[config.mk]
export PLATFORM = sky130hd
export DESIGN_NAME = dlloff_init_seq
export DESIGN_NICKNAME = d
export VERILOG_FILES = /design/src/rtl/dlloff_init_pkg.sv /design/src/rtl/dlloff_pg_sync.sv /design/src/rtl/dlloff_step_seq.sv /design/src/rtl/dlloff_cmd_out.sv /design/src/rtl/dlloff_init_seq.sv
export SDC_FILE = /design/constraint.sdc
export NUM_CORES = 1
export LEC_CHECK = 0
export CORE_MARGIN = 2
export CORE_UTILIZATION = 57
export CTS_BUF_LIST = sky130_fd_sc_hd__clkbuf_8
export CTS_CLUSTER_SIZE = 16
export DETAILED_ROUTE_END_ITERATION = 10
export GPL_TIMING_DRIVEN = 0
export PLACE_DENSITY = 0.82
export SLEW_MARGIN = 10
export SYNTH_ARGS = -nofsm -noshare
export SYNTH_HDL_FRONTEND = slang
export SYNTH_SLANG_ARGS = --single-unit
[constraint.sdc]
create_clock -name clk -period 2.4 [get_ports clk]
set_input_delay 0.48 -clock clk [delete_from_list [all_inputs] [get_ports clk]]
set_output_delay 0.48 -clock clk [all_outputs]
set_load 0.02 [all_outputs]
[src/rtl/dlloff_init_pkg.sv]
package dlloff_init_pkg;

  typedef enum logic [3:0] {
    ST_PWR, ST_RST, ST_GAP, ST_PA1, ST_EMR, ST_MRS, ST_PA2, ST_ARF1, ST_ARF2, ST_DONE
  } step_e;

  // {cs_n, ras_n, cas_n, we_n}
  typedef enum logic [3:0] {
    CMD_DES  = 4'b1111,
    CMD_PALL = 4'b0010,
    CMD_MRS  = 4'b0000,
    CMD_REF  = 4'b0001
  } cmd_e;

  function automatic int unsigned max2(int unsigned a, int unsigned b);
    return (a > b) ? a : b;
  endfunction

endpackage

[src/rtl/dlloff_pg_sync.sv]
module dlloff_pg_sync #(
  parameter int unsigned STAGES = 2
) (
  input  logic clk,
  input  logic rst,
  input  logic async_in,
  output logic sync_out
);
  logic [STAGES-1:0] sh;

  generate
    if (STAGES == 1) begin : g_one
      always_ff @(posedge clk) begin
        if (rst) sh <= '0;
        else     sh <= async_in;
      end
    end else begin : g_chain
      always_ff @(posedge clk) begin
        if (rst) sh <= '0;
        else     sh <= {sh[STAGES-2:0], async_in};
      end
    end
  endgenerate

  assign sync_out = sh[STAGES-1];
endmodule

[src/rtl/dlloff_step_seq.sv]
module dlloff_step_seq
  import dlloff_init_pkg::*;
#(
  parameter int unsigned PWR_CYC   = 70000,
  parameter int unsigned ATH_CYC   = 4,
  parameter int unsigned LONG_GAP  = 700,
  parameter int unsigned TRP       = 8,
  parameter int unsigned TMRD      = 6,
  parameter int unsigned TRFC      = 40,
  parameter int unsigned SHORT_GAP = 300
) (
  input  logic  clk,
  input  logic  clr,
  output step_e step_o,
  output logic  first_o
);
  localparam int unsigned LAST_LEN = max2(TRFC, SHORT_GAP);
  localparam int unsigned MAX_LEN  = max2(max2(max2(PWR_CYC, LONG_GAP), max2(TRP, TMRD)),
                                          max2(LAST_LEN, ATH_CYC));
  localparam int unsigned CNT_W    = $clog2(MAX_LEN + 1);

  step_e            step;
  logic [CNT_W-1:0] cnt;
  logic             first;
  logic [3:0]       nxt_raw;
  step_e            nxt;

  function automatic logic [CNT_W-1:0] len_m1(step_e s);
    case (s)
      ST_PWR:  return CNT_W'(PWR_CYC - 1);
      ST_RST:  return CNT_W'(ATH_CYC - 1);
      ST_GAP:  return CNT_W'(LONG_GAP - 1);
      ST_PA1:  return CNT_W'(TRP - 1);
      ST_EMR:  return CNT_W'(TMRD - 1);
      ST_MRS:  return CNT_W'(TMRD - 1);
      ST_PA2:  return CNT_W'(TRP - 1);
      ST_ARF1: return CNT_W'(TRFC - 1);
      ST_ARF2: return CNT_W'(LAST_LEN - 1);
      default: return '0;
    endcase
  endfunction

  assign nxt_raw = 4'(step) + 4'd1;
  assign nxt     = step_e'(nxt_raw);

  always_ff @(posedge clk) begin
    if (clr) begin
      step  <= ST_PWR;
      cnt   <= len_m1(ST_PWR);
      first <= 1'b1;
    end else if (step != ST_DONE) begin
      if (cnt == '0) begin
        step  <= nxt;
        cnt   <= len_m1(nxt);
        first <= 1'b1;
      end else begin
        cnt   <= cnt - 1'b1;
        first <= 1'b0;
      end
    end
  end

  assign step_o  = step;
  assign first_o = first;

  // steps only ever advance by one position, never skip or go back
  a_r5_step_order: assert property (@(posedge clk) disable iff (clr)
    (!$past(clr) && step != $past(step)) |-> (4'(step) == 4'($past(step)) + 4'd1));

  // the final step is terminal while power is good
  a_r8_done_terminal: assert property (@(posedge clk) disable iff (clr)
    (step == ST_DONE) |=> (step == ST_DONE));

  initial begin
    assert (PWR_CYC >= 1 && ATH_CYC >= 1 && LONG_GAP >= 1 && TRP >= 1 &&
            TMRD >= 1 && TRFC >= 1);
  end
endmodule

[src/rtl/dlloff_cmd_out.sv]
module dlloff_cmd_out
  import dlloff_init_pkg::*;
#(
  parameter int unsigned ADDR_W   = 12,
  parameter int unsigned BA_W     = 3,
  parameter int unsigned PALL_BIT = 8,
  parameter logic [ADDR_W-1:0] MR_VAL  = '0,
  parameter logic [ADDR_W-1:0] EMR_VAL = '0
) (
  input  logic              clk,
  input  logic              rst,
  input  logic              clr,
  input  step_e             step_i,
  input  logic              first_i,
  output logic              rst_n_q,
  output logic              cke_q,
  output logic [3:0]        cmd_q,
  output logic [BA_W-1:0]   ba_q,
  output logic [ADDR_W-1:0] addr_q,
  output logic              done_q
);
  logic              rst_n_d, cke_d, done_d;
  logic [3:0]        cmd_d;
  logic [BA_W-1:0]   ba_d;
  logic [ADDR_W-1:0] addr_d;

  always_comb begin
    rst_n_d = (step_i != ST_PWR);
    cke_d   = (step_i != ST_PWR) && (step_i != ST_RST);
    done_d  = (step_i == ST_DONE);
    cmd_d   = 4'(CMD_DES);
    ba_d    = '0;
    addr_d  = '0;
    if (first_i) begin
      case (step_i)
        ST_PA1, ST_PA2: begin
          cmd_d            = 4'(CMD_PALL);
          addr_d[PALL_BIT] = 1'b1;
        end
        ST_EMR: begin
          cmd_d  = 4'(CMD_MRS);
          ba_d   = BA_W'(1);
          addr_d = EMR_VAL | ADDR_W'(1);
        end
        ST_MRS: begin
          cmd_d  = 4'(CMD_MRS);
          addr_d = MR_VAL;
        end
        ST_ARF1, ST_ARF2: cmd_d = 4'(CMD_REF);
        default: ;
      endcase
    end
  end

  always_ff @(posedge clk) begin
    if (clr) begin
      rst_n_q <= 1'b0;
      cke_q   <= 1'b0;
      cmd_q   <= 4'(CMD_DES);
      ba_q    <= '0;
      addr_q  <= '0;
      done_q  <= 1'b0;
    end else begin
      rst_n_q <= rst_n_d;
      cke_q   <= cke_d;
      cmd_q   <= cmd_d;
      ba_q    <= ba_d;
      addr_q  <= addr_d;
      done_q  <= done_d;
    end
  end

  // a clear cycle leaves the device held and idle
  a_r1_clear_idle: assert property (@(posedge clk) disable iff (rst)
    clr |=> (!rst_n_q && !cke_q && cmd_q == 4'(CMD_DES) && !done_q));

  // address and bank quiet on every deselect cycle
  a_r3_addr_quiet: assert property (@(posedge clk) disable iff (rst)
    cmd_q[3] |-> (addr_q == '0 && ba_q == '0));

  // clock enable never ahead of reset release
  a_r4_cke_after_rst: assert property (@(posedge clk) disable iff (rst)
    cke_q |-> rst_n_q);

  // extended mode set always disables the DLL
  a_r7_emr_dll_off: assert property (@(posedge clk) disable iff (rst)
    (cmd_q == 4'(CMD_MRS) && ba_q == BA_W'(1)) |-> addr_q[0]);

  // done is sticky and idle while power is good
  a_r8_done_hold: assert property (@(posedge clk) disable iff (clr)
    done_q |=> (done_q && cmd_q == 4'(CMD_DES)));
endmodule

[src/rtl/dlloff_init_seq.sv]
module dlloff_init_seq
  import dlloff_init_pkg::*;
#(
  parameter int unsigned PWR_CYC   = 70000,
  parameter int unsigned ATH_CYC   = 4,
  parameter int unsigned LONG_GAP  = 700,
  parameter int unsigned TRP       = 8,
  parameter int unsigned TMRD      = 6,
  parameter int unsigned TRFC      = 40,
  parameter int unsigned SHORT_GAP = 300,
  parameter int unsigned ADDR_W    = 12,
  parameter int unsigned BA_W      = 3,
  parameter int unsigned PALL_BIT  = 8,
  parameter int unsigned SYNC_STG  = 2,
  parameter logic [ADDR_W-1:0] MR_VAL  = 12'h0A5,
  parameter logic [ADDR_W-1:0] EMR_VAL = 12'h040
) (
  input  logic              clk,
  input  logic              rst,
  input  logic              pwr_good,
  output logic              mem_rst_n,
  output logic              mem_cke,
  output logic              mem_cs_n,
  output logic              mem_ras_n,
  output logic              mem_cas_n,
  output logic              mem_we_n,
  output logic [BA_W-1:0]   mem_ba,
  output logic [ADDR_W-1:0] mem_addr,
  output logic              init_done
);
  logic       pg_ok, clr, first;
  step_e      step;
  logic [3:0] cmd;

  dlloff_pg_sync #(.STAGES(SYNC_STG)) u_sync (
    .clk(clk), .rst(rst), .async_in(pwr_good), .sync_out(pg_ok)
  );

  assign clr = rst | ~pg_ok;

  dlloff_step_seq #(
    .PWR_CYC(PWR_CYC), .ATH_CYC(ATH_CYC), .LONG_GAP(LONG_GAP), .TRP(TRP),
    .TMRD(TMRD), .TRFC(TRFC), .SHORT_GAP(SHORT_GAP)
  ) u_seq (
    .clk(clk), .clr(clr), .step_o(step), .first_o(first)
  );

  dlloff_cmd_out #(
    .ADDR_W(ADDR_W), .BA_W(BA_W), .PALL_BIT(PALL_BIT),
    .MR_VAL(MR_VAL), .EMR_VAL(EMR_VAL)
  ) u_out (
    .clk(clk), .rst(rst), .clr(clr), .step_i(step), .first_i(first),
    .rst_n_q(mem_rst_n), .cke_q(mem_cke), .cmd_q(cmd), .ba_q(mem_ba),
    .addr_q(mem_addr), .done_q(init_done)
  );

  assign {mem_cs_n, mem_ras_n, mem_cas_n, mem_we_n} = cmd;
endmodule

==> summary.md <==
| Metric | Value |
|---|---|
| Slew at the pin with the worst max-slew slack | `just under 600 ps` |
| Final global-route overflow total | `0` |
| Type of the tightest min-delay check | `reg2reg` |
| Power density over the cells | `roughly 440 nW/um^2` |
| Sink of the worst hold path | `u_sync.sh[1]$_SDFF_PP0_` |
| Beginning of the worst register-to-register path | `u_seq.step_o[1]$_SDFFE_PP0P_` |
| GP Congestion | `around 0.91` |
| Cell count along the critical path | `7` |
| RSZ-0062 raised after global routing | `no` |
| Final Hold Fails | `0` |
| DRC violations left | `0` |
| Warning count from the yosys run | `0` |
| Layout Area Growth over Synthesis | `18.1%` |
| Total net switching power | `about 220 uW` |
| Relative contribution of the clock network to total power | `0.407` |
| Skew-Pair Late Insertion Delay | `between 200 and 300 ps` |
| Clock Sink Count | `35` |
| Kind of capture point of the worst setup path | `flop` |
| Outcome | `completed` |
| Crit-path max cell delay | `approximately 400 ps` |
| Pre-CTS setup slack | `-233 ps` |
| Most used DFF post-synth | `sky130_fd_sc_hd__dfxtp_1` |
| Leak pwr | `around 0.0009 uW` |
| Number of instances in the synthesized netlist | `around 240` |
| Largest net degree at the start of global routing | `11` |
| Initial antenna violation count | `0` |
| Number of vias per cell | `slightly below 6` |
| Number of iterations in the first detailed-routing pass | `4` |
| Number of flops mapped to enable cells by yosys | `0` |
| Share of power burned in combinational logic | `0.034` |
| Final max-slew violation count | `0` |
| Clock Tree Buf Depth | `2` |
| Y dimension of the die | `roughly 64 um` |
| Fmax achieved | `about 0.44 GHz` |
| End of the worst register-to-register path | `u_seq.cnt[6]$_SDFFE_PP1N_` |
| Area enclosed by the die boundary | `between 4000 and 5000 um^2` |
| Number of input and output port buffers inserted | `16` |
| Worst endpoint required time | `between 2000 and 3000 ps` |
| Total Neg Setup Slack | `0 ps` |
| Category of the most critical setup path | `reg2reg` |
| Initial DRC Count | `between 100 and 150` |
| Period minus WS final | `~2300 ps` |
| Final WS setup | `149 ps` |
| Post-route clock skew | `a little under 8 ps` |
| Post-synthesis sequential area ratio | `0.347` |
| Fraction of power spent switching nets | `0.213` |
| Total clock buffers created by CTS | `5` |
| Total routing resource utilization after global routing | `0.250` |
| Min-delay src | `u_sync.sh[0]$_SDFF_PP0_` |
| NumNets Final | `282` |
| Initial Util | `0.601` |
| Count of max-cap constraint violations | `0` |
| Area share of the largest cell type after synthesis | `0.347` |
| Number of different library cells in the post-synthesis netlist | `61` |
| Share of the clock period used by the worst path after layout | `0.938` |
| Area of the placeable core | `3360 um^2` |
| Combined area of all synthesized cells | `2020 um^2` |
| Worst path top cell family by delay | `compound AO/OA/AOI/OAI gates` |
| Post-Syn Area per Cell | `8.53 um^2` |
| Remaining antenna violation count after routing | `0` |
| Buffer type at the clock tree root | `sky130_fd_sc_hd__clkbuf_8` |
| Worst hold slack | `between 400 and 500 ps` |
| Width of the die | `approximately 64 um` |
| Standard-cell row count | `21` |
| Internal power | `823 uW` |
| Number of global-route vias before repair | `~1.6k` |
| Share of layout cells above drive strength 1 | `0.141` |
| Area of all placed cells without fillers | `2390 um^2` |
| Final wirelength | `between 4 and 5 mm` |
| Peak supply drop | `a little under 300 uV` |
| Asr flop ratio synth | `0` |
| Largest cells by area after synthesis | `sky130_fd_sc_hd__dfxtp_1 (35%), sky130_fd_sc_hd__ha_1 (5.6%), sky130_fd_sc_hd__buf_4 (4.1%)` |
| Slew margin rel. | `0.611` |
| Post-place instance area | `around 2300 um^2` |
| Crit Path Max Fanout | `10` |
| Seq pwr share | `0.559` |
| Worst path buffer plus inverter count | `3` |
| Type of element launching the critical path | `flop` |
| Worst reg2reg path depth | `7` |
| Mean routed wirelength per cell | `~15 um` |
| CP arrival | `between 2000 and 2500 ps` |
| Largest area contributor in the netlist | `sky130_fd_sc_hd__dfxtp_1` |
| Count of vias placed by the detailed router | `1857` |
| CTS clock-pin slew for the worst setup and hold paths | `about 70 ps` |
| Number of buffers added to fix hold violations after cts | `0` |
| Number of cells on the worst hold path | `1` |
| Reg-to-reg setup timing slack | `between 100 and 150 ps` |
| Global-route wire length before repair | `7.86 mm` |
| H-tree depth | `2` |
| DP Wirelength | `roughly 3.4 mm` |
| Slowest cell on the critical path | `sky130_fd_sc_hd__dfxtp_2` |
| TritonCTS clock tree | `done` |
| Final setup violation count | `0` |
| Count of state elements after synthesis | `35` |
| Antenna diode instance count | `0` |
| Ports placed on the boundary | `25` |
| Cells traversed along the worst timing path | `clkbuf_4 -> inv_1 -> ha_1 -> and3b_1 -> clkbuf_1 -> o31a_1 -> a311o_1` |
==> cell type report <==
cell class	instances	area, um^2
clock buffer	6	82.6
buffer	21	128
clock inverter	1	5.00
timing repair buffer	19	183
fill	316	976
inverter	5	18.8
multi-input combinational	183	1210
tap	46	57.6
sequential	35	702
==> placed cells by master (no fill, tap or decap), drive strengths merged, types with 5 or more instances in the layout <==
cell	instances
clkbuf	13
conb	8
a21oi	11
inv	5
nor2b	6
ha	9
nand3	6
dfxtp	35
clkdlybuf4s50	16
o21ai	15
nor2	22
and2	5
xnor2	5
buf	17
nor3	10
nand2	19
==> through the flow <==
step | instances | util | power (uW)
finish | 316 | 0.710 | 1050
detailed placement | 306 | 0.673 | 633
CTS | 316 | 0.707 | 1050
global route | 316 | 0.710 | 1080
global placement | 306 | 0.673 | 632
floorplan | 244 | - | 626
==> power groups by stage <==
stage | Combinational (uW) | Clock [uW] | Sequential, uW
6_report | 35.9 | 425 | 585
5_1_grt | 38.1 | 461 | 584
4_1_cts | 35.1 | 431 | 585
3_5_place_dp | 35.0 | 0 | 598
3_3_place_gp | 34.6 | 0 | 598
2_1_floorplan | 28.4 | 0 | 597
==> synthesized netlist by cell type, types with 2 or more instances <==
cell type	count
sky130_fd_sc_hd__a211oi_1	3
sky130_fd_sc_hd__a21o_1	4
sky130_fd_sc_hd__a21oi_1	11
sky130_fd_sc_hd__a2bb2oi_1	2
sky130_fd_sc_hd__a32oi_1	3
sky130_fd_sc_hd__and2_1	5
sky130_fd_sc_hd__and3_1	4
sky130_fd_sc_hd__buf_2	2
sky130_fd_sc_hd__buf_4	11
sky130_fd_sc_hd__clkbuf_1	7
sky130_fd_sc_hd__dfxtp_1	35
sky130_fd_sc_hd__ha_1	9
sky130_fd_sc_hd__inv_1	5
sky130_fd_sc_hd__mux2i_1	3
sky130_fd_sc_hd__nand2_1	18
sky130_fd_sc_hd__nand3_1	6
sky130_fd_sc_hd__nand3b_1	2
sky130_fd_sc_hd__nand4_1	4
sky130_fd_sc_hd__nand4b_1	2
sky130_fd_sc_hd__nor2_1	21
sky130_fd_sc_hd__nor2b_1	6
sky130_fd_sc_hd__nor3_1	8
sky130_fd_sc_hd__nor4_1	3
sky130_fd_sc_hd__o211ai_1	2
sky130_fd_sc_hd__o21ai_0	13
sky130_fd_sc_hd__o21ai_1	2
sky130_fd_sc_hd__o21bai_1	2
sky130_fd_sc_hd__o22ai_1	3
sky130_fd_sc_hd__o31ai_1	3
sky130_fd_sc_hd__or3_1	3
sky130_fd_sc_hd__xnor2_1	5
==> routing by layer <==
layer,up-vias,global-route usage,share of wire
li1,911,-,-
met1,858,0.343,0.46
met2,73,0.370,0.45
met3,15,0.0607,0.067
met4,0,0.109,0.028
met5,-,0,0
==> worst max path at each step <==
stage	start	endpoint	slack, ps
after CTS	u_seq.step_o[1]$_SDFFE_PP0P_	u_seq.cnt[0]$_SDFFE_PP1N_	20
final	u_seq.step_o[1]$_SDFFE_PP0P_	u_seq.cnt[6]$_SDFFE_PP1N_	150
after floorplan	u_seq.step_o[1]$_SDFFE_PP0P_	u_seq.cnt[16]$_SDFFE_PP1N_	210
after detailed placement	u_seq.step_o[1]$_SDFFE_PP0P_	u_seq.cnt[16]$_SDFFE_PP1N_	-230
after global placement	u_seq.step_o[1]$_SDFFE_PP0P_	u_seq.cnt[0]$_SDFFE_PP1N_	-170
after global routing	u_seq.step_o[1]$_SDFFE_PP0P_	u_seq.cnt[16]$_SDFFE_PP1N_	30
==> flip-flops by register name, summed over array words and instances (netlist names), 2 cells and up <==
name / cells
u_out.addr_q: 4
u_seq.step_o: 4
u_seq.cnt: 17
u_out.cmd_q: 3
u_sync.sh: 2
==> logic make-up after synthesis <==
logic type	synth area share
other	0.00186
AND/OR/NAND/NOR	0.276
XOR/XNOR	0.0260
flip-flops	0.347
buffers and inverters	0.0700
multiplexers	0.0204
adder cells (fa/ha/maj)	0.0557
AO/OA/AOI/OAI	0.204
==> repair_timing <==
item,4_1_cts,5_1_grt
buffers inserted,3,0
setup endpoints to repair,12,10
resized for setup,2,6
Power figures use the tool's default switching activity.
